File: src/rtl/ring_station_pkg.sv
package ring_station_pkg;

  // A one-entry holding register can take a new item when it is empty
  // or when its current item leaves in the same cycle.
  function automatic logic slot_can_load(input logic held, input logic drain);
    return (!held) || drain;
  endfunction

  // A local port may use the outgoing slot only if no ring message wants it.
  function automatic logic inject_window(input logic out_free,
                                         input logic ring_v,
                                         input logic ring_hit);
    return out_free && !(ring_v && !ring_hit);
  endfunction

endpackage

File: src/rtl/ring_addr_match.sv
module ring_addr_match #(
  parameter int unsigned ADDR_W  = 4,
  parameter int unsigned N_LOCAL = 2,
  parameter logic [N_LOCAL*ADDR_W-1:0] LOCAL_ADDRS = '0
) (
  input  logic [ADDR_W-1:0] addr,
  output logic              hit
);
  logic [N_LOCAL-1:0] eq;

  for (genvar k = 0; k < N_LOCAL; k++) begin : g_cmp
    localparam logic [ADDR_W-1:0] ENTRY = LOCAL_ADDRS[k*ADDR_W +: ADDR_W];
    assign eq[k] = (addr == ENTRY);
  end

  assign hit = |eq;
endmodule

File: src/rtl/ring_tx_arbiter.sv
module ring_tx_arbiter #(
  parameter int unsigned N_TX = 2
) (
  input  logic            clk,
  input  logic            rst_n,
  input  logic            avail,
  input  logic [N_TX-1:0] req,
  output logic [N_TX-1:0] ready,
  output logic [N_TX-1:0] grant
);
  logic [N_TX:0] blocked;

  assign blocked[0] = 1'b0;
  for (genvar i = 0; i < N_TX; i++) begin : g_pri
    assign ready[i]     = avail && !blocked[i];
    assign blocked[i+1] = blocked[i] | req[i];
  end

  assign grant = ready & req;


  single_grant_chk: assert property (@(posedge clk) disable iff (!rst_n)
    $onehot0(grant));


  low_port_wins_chk: assert property (@(posedge clk) disable iff (!rst_n)
    (N_TX > 1 && req[0]) |-> !ready[N_TX-1]);
endmodule

File: src/rtl/ring_slot_reg.sv
module ring_slot_reg #(
  parameter int unsigned W = 12
) (
  input  logic         clk,
  input  logic         rst_n,
  input  logic         load,
  input  logic [W-1:0] load_data,
  input  logic         drain,
  output logic         valid,
  output logic [W-1:0] data,
  output logic         free
);
  import ring_station_pkg::*;

  assign free = slot_can_load(valid, drain);

  always_ff @(posedge clk) begin
    if (!rst_n) begin
      valid <= 1'b0;
      data  <= '0;
    end else if (load) begin
      valid <= 1'b1;
      data  <= load_data;
    end else if (drain) begin
      valid <= 1'b0;
    end
  end


  hold_while_stalled_chk: assert property (@(posedge clk) disable iff (!rst_n)
    (valid && !drain) |=> (valid && $stable(data)));


  no_overwrite_chk: assert property (@(posedge clk) disable iff (!rst_n)
    load |-> (!valid || drain));
endmodule

File: src/rtl/ring_station.sv
module ring_station #(
  parameter int unsigned ADDR_W  = 4,
  parameter int unsigned DATA_W  = 8,
  parameter int unsigned N_LOCAL = 2,
  parameter int unsigned N_TX    = 2,
  parameter logic [N_LOCAL*ADDR_W-1:0] LOCAL_ADDRS = {4'd5, 4'd9},
  parameter logic [N_TX*ADDR_W-1:0]    TX_ADDRS    = {4'd3, 4'd12}
) (
  input  logic                   clk,
  input  logic                   rst_n,
  input  logic                   ring_in_valid,
  output logic                   ring_in_ready,
  input  logic [ADDR_W-1:0]      ring_in_addr,
  input  logic [DATA_W-1:0]      ring_in_data,
  output logic                   ring_out_valid,
  input  logic                   ring_out_ready,
  output logic [ADDR_W-1:0]      ring_out_addr,
  output logic [DATA_W-1:0]      ring_out_data,
  input  logic [N_TX-1:0]        tx_valid,
  output logic [N_TX-1:0]        tx_ready,
  input  logic [N_TX*DATA_W-1:0] tx_data,
  output logic                   rx_valid,
  input  logic                   rx_ready,
  output logic [ADDR_W-1:0]      rx_addr,
  output logic [DATA_W-1:0]      rx_data
);
  import ring_station_pkg::*;

  localparam int unsigned MSG_W = ADDR_W + DATA_W;

  // Named internal events
  logic              in_hit;
  logic              out_free, rx_free;
  logic              fwd_fire, dlv_fire, inj_fire, inj_avail;
  logic [N_TX-1:0]   grant;
  logic [MSG_W-1:0]  inj_msg, out_load_msg, out_msg, rx_msg;
  logic              out_load;

  ring_addr_match #(
    .ADDR_W(ADDR_W), .N_LOCAL(N_LOCAL), .LOCAL_ADDRS(LOCAL_ADDRS)
  ) u_match (
    .addr(ring_in_addr),
    .hit (in_hit)
  );

  assign inj_avail = inject_window(out_free, ring_in_valid, in_hit);

  ring_tx_arbiter #(.N_TX(N_TX)) u_arb (
    .clk  (clk),
    .rst_n(rst_n),
    .avail(inj_avail),
    .req  (tx_valid),
    .ready(tx_ready),
    .grant(grant)
  );

  always_comb begin
    inj_msg = '0;
    for (int i = 0; i < N_TX; i++) begin
      if (grant[i]) begin
        inj_msg = {TX_ADDRS[i*ADDR_W +: ADDR_W], tx_data[i*DATA_W +: DATA_W]};
      end
    end
  end

  assign ring_in_ready = in_hit ? rx_free : out_free;
  assign fwd_fire      = ring_in_valid && !in_hit && out_free;
  assign dlv_fire      = ring_in_valid && in_hit && rx_free;
  assign inj_fire      = |grant;
  assign out_load      = fwd_fire || inj_fire;
  assign out_load_msg  = fwd_fire ? {ring_in_addr, ring_in_data} : inj_msg;

  ring_slot_reg #(.W(MSG_W)) u_out_slot (
    .clk      (clk),
    .rst_n    (rst_n),
    .load     (out_load),
    .load_data(out_load_msg),
    .drain    (ring_out_ready),
    .valid    (ring_out_valid),
    .data     (out_msg),
    .free     (out_free)
  );

  ring_slot_reg #(.W(MSG_W)) u_rx_slot (
    .clk      (clk),
    .rst_n    (rst_n),
    .load     (dlv_fire),
    .load_data({ring_in_addr, ring_in_data}),
    .drain    (rx_ready),
    .valid    (rx_valid),
    .data     (rx_msg),
    .free     (rx_free)
  );

  assign {ring_out_addr, ring_out_data} = out_msg;
  assign {rx_addr, rx_data}             = rx_msg;


  ring_first_chk: assert property (@(posedge clk) disable iff (!rst_n)
    (ring_in_valid && !in_hit) |-> (tx_ready == '0));


  inject_needs_room_chk: assert property (@(posedge clk) disable iff (!rst_n)
    (|tx_ready) |-> (!ring_out_valid || ring_out_ready));


  deliver_next_chk: assert property (@(posedge clk) disable iff (!rst_n)
    (ring_in_valid && ring_in_ready && in_hit) |=>
      (rx_valid && rx_addr == $past(ring_in_addr) && rx_data == $past(ring_in_data)));


  forward_next_chk: assert property (@(posedge clk) disable iff (!rst_n)
    (ring_in_valid && ring_in_ready && !in_hit) |=>
      (ring_out_valid && ring_out_addr == $past(ring_in_addr)
       && ring_out_data == $past(ring_in_data)));


  inject_next_chk: assert property (@(posedge clk) disable iff (!rst_n)
    (|(tx_valid & tx_ready)) |=> ring_out_valid);


  stall_ring_chk: assert property (@(posedge clk) disable iff (!rst_n)
    (ring_in_valid && in_hit && rx_valid && !rx_ready) |-> !ring_in_ready);


  stall_keeps_inject_chk: assert property (@(posedge clk) disable iff (!rst_n)
    (ring_in_valid && in_hit && tx_valid[0] && (!ring_out_valid || ring_out_ready))
      |-> tx_ready[0]);
endmodule

File: config.mk
export PLATFORM = sky130hd
export DESIGN_NAME = ring_station
export DESIGN_NICKNAME = d
export VERILOG_FILES = /design/src/rtl/ring_station_pkg.sv /design/src/rtl/ring_addr_match.sv /design/src/rtl/ring_tx_arbiter.sv /design/src/rtl/ring_slot_reg.sv /design/src/rtl/ring_station.sv
export SDC_FILE = /design/constraint.sdc
export NUM_CORES = 1
export LEC_CHECK = 0
export BUFFER_PORTS_ARGS = -buffer_cell sky130_fd_sc_hd__buf_2
export CAP_MARGIN = 20
export CORE_AREA = 2 2 55 57
export DETAILED_ROUTE_END_ITERATION = 10
export DIE_AREA = 0 0 57 59
export GPL_TIMING_DRIVEN = 1
export PLACE_DENSITY = 0.85
export SYNTH_ARGS = -nofsm -noshare
export SYNTH_HDL_FRONTEND = slang
export SYNTH_SLANG_ARGS = --single-unit
File: constraint.sdc
create_clock -name clk -period 3 [get_ports clk]
set_input_delay 0.3 -clock clk [delete_from_list [all_inputs] [get_ports clk]]
set_output_delay 0.3 -clock clk [all_outputs]
set_load 0.01 [all_outputs]
==> impl_results.md <==
- Syn Std Cell Area: 1280 um2
- WS Path Type: input pin to output pin
- Combinational cell fraction of total power: 0.219
- Largest net degree at the start of global routing: 28
- Count of mapped cells out of synthesis: 150
- Highest-delay cell along the critical path: sky130_fd_sc_hd__o21ai_1
- Top-Level Pins: 64
- Dpl hpwl: 2.46 mm
- Area occupied by multi-input gates: 688 um2
- Number of CTS-inserted buffers: 3
- Reg power frac: 0.526
- Max Transition Viols Final: 0
- Setup repair after global routing missed its margin: no
- Multiplexer share of the synthesized area: 0.149
- Sequential element share of the synthesized area: 0.407
- Starting DRT DRC Count: 36
- Layout-stage area growth over the synthesis result: 26.9%
- Die height: 59 um
- Worst Tran Pin Value: 695 ps
- Full die area: 3360 um2
- Timing startpoint of the critical path: ring_in_addr[1]
- Minimum clock period after layout: 1970 ps
- Parity-gate share of the synthesized area counting xor and xnor cells: 0.00686
- Count of instances resized after the clock tree is built: 0
- Data required time of the worst path: 2700 ps
- Synthesized netlist net count: 185
- Largest fanout of any net on the critical path: 8
- Worst clock skew: 3.62 ps
- 1st-pass router iterations: 4
- Outcome: completed
- Number of port buffers: 63
- Remaining DRCs: 0
- Max-slew headroom at the worst pin: 0.534
- Number of nets in the final layout: 244
- Adder and majority gate portion of the synthesized area: 0
- Number of synthesized register bits: 26
- Sw frac: 0.287
- Antenna fix cells: 0
- Post-detailed-route wirelength per cell: 13.7 um
- Main combinational cell family by area after synthesis: simple AND/OR/NAND/NOR gates
- Number of endpoints failing setup at the final stage: 0
- Initial antenna violation count: 0
- End-of-flow core utilization: 0.598
- Setup crit start kind: input pin
- Yosys warning count: 0
- Largest area contributor in the synthesized netlist: sky130_fd_sc_hd__dfxtp_1
- R2R Setup Slk: 1470 ps
- Detailed Route WL: 3.26 mm
- Data arrival, critical path: 1670 ps
- Cell types with the largest area share after synthesis: sky130_fd_sc_hd__dfxtp_1 (41%), sky130_fd_sc_hd__mux2i_1 (15%), sky130_fd_sc_hd__nand2_1 (9.1%), sky130_fd_sc_hd__o22ai_1 (6.4%), sky130_fd_sc_hd__nor2b_1 (5.4%)
- Skew-Pair Late Insertion Delay: 330 ps
- Fraction of the cycle the final worst path needs: 0.656
- Share of layout cells above drive strength 1: 0.337
- Net Sw Power: 206 uW
- CTS H-tree lvls: 1
- Max-cap violation count: 0
- Number of clock sinks: 26
- Number of buffers inserted to repair setup after CTS: 0
- Average cell area after synthesis: 8.52 um2
- Total count of hold-check failures in the final report: 0
- Critical Path End Type: output pin
- First-pass GRT wire length: 5.29 mm
- Achievable Freq: 508 MHz
- Basic-gate share of the synthesized area counting and, or, nand and nor cells: 0.207
- Final global-route overflow total: 0
- Most frequent CP cell: sky130_fd_sc_hd__buf_2
- Initial core utilization: 0.471
- Worst IR drop on VDD: 0.000260 V
- Final TNS setup: 0 ps
- Area share of the largest cell type after synthesis: 0.407
- Clock tree from TritonCTS: yes
- Number of core rows: 19
- Hold buffer count at CTS: 0
- Filler instances: 254
- All-layer global routing usage: 0.202
- Share of the synthesized area in compound gates (AO/OA/AOI/OAI): 0.176
- Power Internal: 510 uW
- Core footprint: 2710 um2
- Number of buffers between clock root and the deepest sink: 2
- Ratio of total power to cell area: 442 nW/um2
- Startpoint of the most critical hold path: ring_in_addr[3]
- Clock tree root buffer cell: sky130_fd_sc_hd__clkbuf_4
- Critical Path Max Stage Delay: 620 ps
- Via Count: 1270
- Part of the power in the clock network: 0.255
- Worst-path cell chain: buf_2, nand2b_1, o21ai_1, and3_1, buf_2
- Hold Path Class: input pin to register
- Clock transition at path regs: 140 ps
- Final antenna-violating net count: 0
- Width of the chip: 57 um
- Routability congestion estimate: 0.825
- Number of global-route vias before repair: 1214
- Startpoint of the lowest-slack register-to-register path: u_rx_slot.valid
- Vias per cell: 5.31
- Sequential cell area: 520 um2
- Leak: 0.000778 uW
- Number of different library cells in the post-synthesis netlist: 25
path summary, 6_finish.rpt:
| check | depth (start not counted) | to |
|---|---|---|
| min | 2 | u_rx_slot.data[10] |
| max reg2reg | 5 | u_rx_slot.data[11] |
| min reg2reg | 2 | u_out_slot.data[9] |
| max | 5 | tx_ready[1] |
power groups by stage:
stage | Clock, uW | Combinational, uW | Sequential [uW]
after global routing | 195 | 173 | 379
after detailed placement | 0 | 156 | 384
final | 182 | 157 | 377
after floorplan | 0 | 86.3 | 393
after global placement | 0 | 154 | 383
after CTS | 181 | 157 | 377
placed cells by master (no fill, tap or decap):
master,n
sky130_fd_sc_hd__a21boi_0,1
sky130_fd_sc_hd__dfxtp_1,26
sky130_fd_sc_hd__clkbuf_4,3
sky130_fd_sc_hd__a21oi_1,5
sky130_fd_sc_hd__or4_1,1
sky130_fd_sc_hd__and2_1,1
sky130_fd_sc_hd__nor4_4,1
sky130_fd_sc_hd__buf_4,2
sky130_fd_sc_hd__buf_2,63
sky130_fd_sc_hd__xnor2_1,1
sky130_fd_sc_hd__a2bb2oi_1,2
sky130_fd_sc_hd__nor2_1,5
sky130_fd_sc_hd__nand2b_1,2
sky130_fd_sc_hd__clkbuf_8,1
sky130_fd_sc_hd__nor2b_1,11
sky130_fd_sc_hd__mux2i_1,19
sky130_fd_sc_hd__a32oi_1,1
sky130_fd_sc_hd__o21ai_0,11
sky130_fd_sc_hd__nand2_1,31
sky130_fd_sc_hd__o21ai_1,1
sky130_fd_sc_hd__inv_1,2
sky130_fd_sc_hd__o22ai_1,13
sky130_fd_sc_hd__o21a_1,2
sky130_fd_sc_hd__and3_1,2
sky130_fd_sc_hd__o311a_1,1
registers in the layout, summed over array words and instances, names as in the netlist:
| register | cells |
|---|---|
| u_rx_slot.valid | 1 |
| u_rx_slot.data | 12 |
| u_out_slot.valid | 1 |
| u_out_slot.data | 12 |
worst max-delay path, delay by kind of cell:
kind                   cells  cell delay (ps)
AO/OA/AOI/OAI              1              620
buffers and inverters      2              230
AND/OR/NAND/NOR            2              520
metrics by stage:
stage          setup WS, ps  total power, uW  hold slack, ps  instances  instance area (um2)
2_1_floorplan          1440              479             390        150                 1280
3_3_place_gp           1040              537             447        235                 1590
6_report               1030              716             218        239                 1620
3_5_place_dp            936              540             452        235                 1590
5_1_grt                 948              748             225        239                 1620
4_1_cts                1040              714             220        239                 1620
layout make-up:
type                       instances  area share
multi-input combinational        111       0.424
clock buffer                       4      0.0224
sequential                        26       0.321
tap                               31      0.0239
inverter                           2     0.00463
timing repair buffer              65       0.204
cell usage after synthesis, drive strengths merged:
cell type / count
nor2: 5
inv: 2
nor4: 1
a2bb2oi: 2
nand2b: 2
a21boi: 1
mux2i: 19
buf: 3
a21oi: 5
o21ai: 12
o22ai: 13
nor2b: 11
o21a: 2
and2: 1
or4: 1
clkbuf: 8
dfxtp: 26
nand2: 31
o311a: 1
a32oi: 1
and3: 2
xnor2: 1
metal layers:
| layer | routed length, um | share of wire | GRT usage | vias up |
|---|---|---|---|---|
| li1 | - | - | - | 636 |
| met1 | 1330 | 0.41 | 0.248 | 571 |
| met2 | 1610 | 0.49 | 0.335 | 54 |
| met3 | 237 | 0.073 | 0.0393 | 9 |
| met4 | 84 | 0.026 | 0.110 | 0 |
| met5 | 0 | 0 | 0 | - |
cells by family after synthesis:
kind of cell,Yosys count
buffers and inverters,13
AND/OR/NAND/NOR,54
flip-flops,26
multiplexers,19
XOR/XNOR,1
AO/OA/AOI/OAI,37
(Power assumes the default switching activity.)
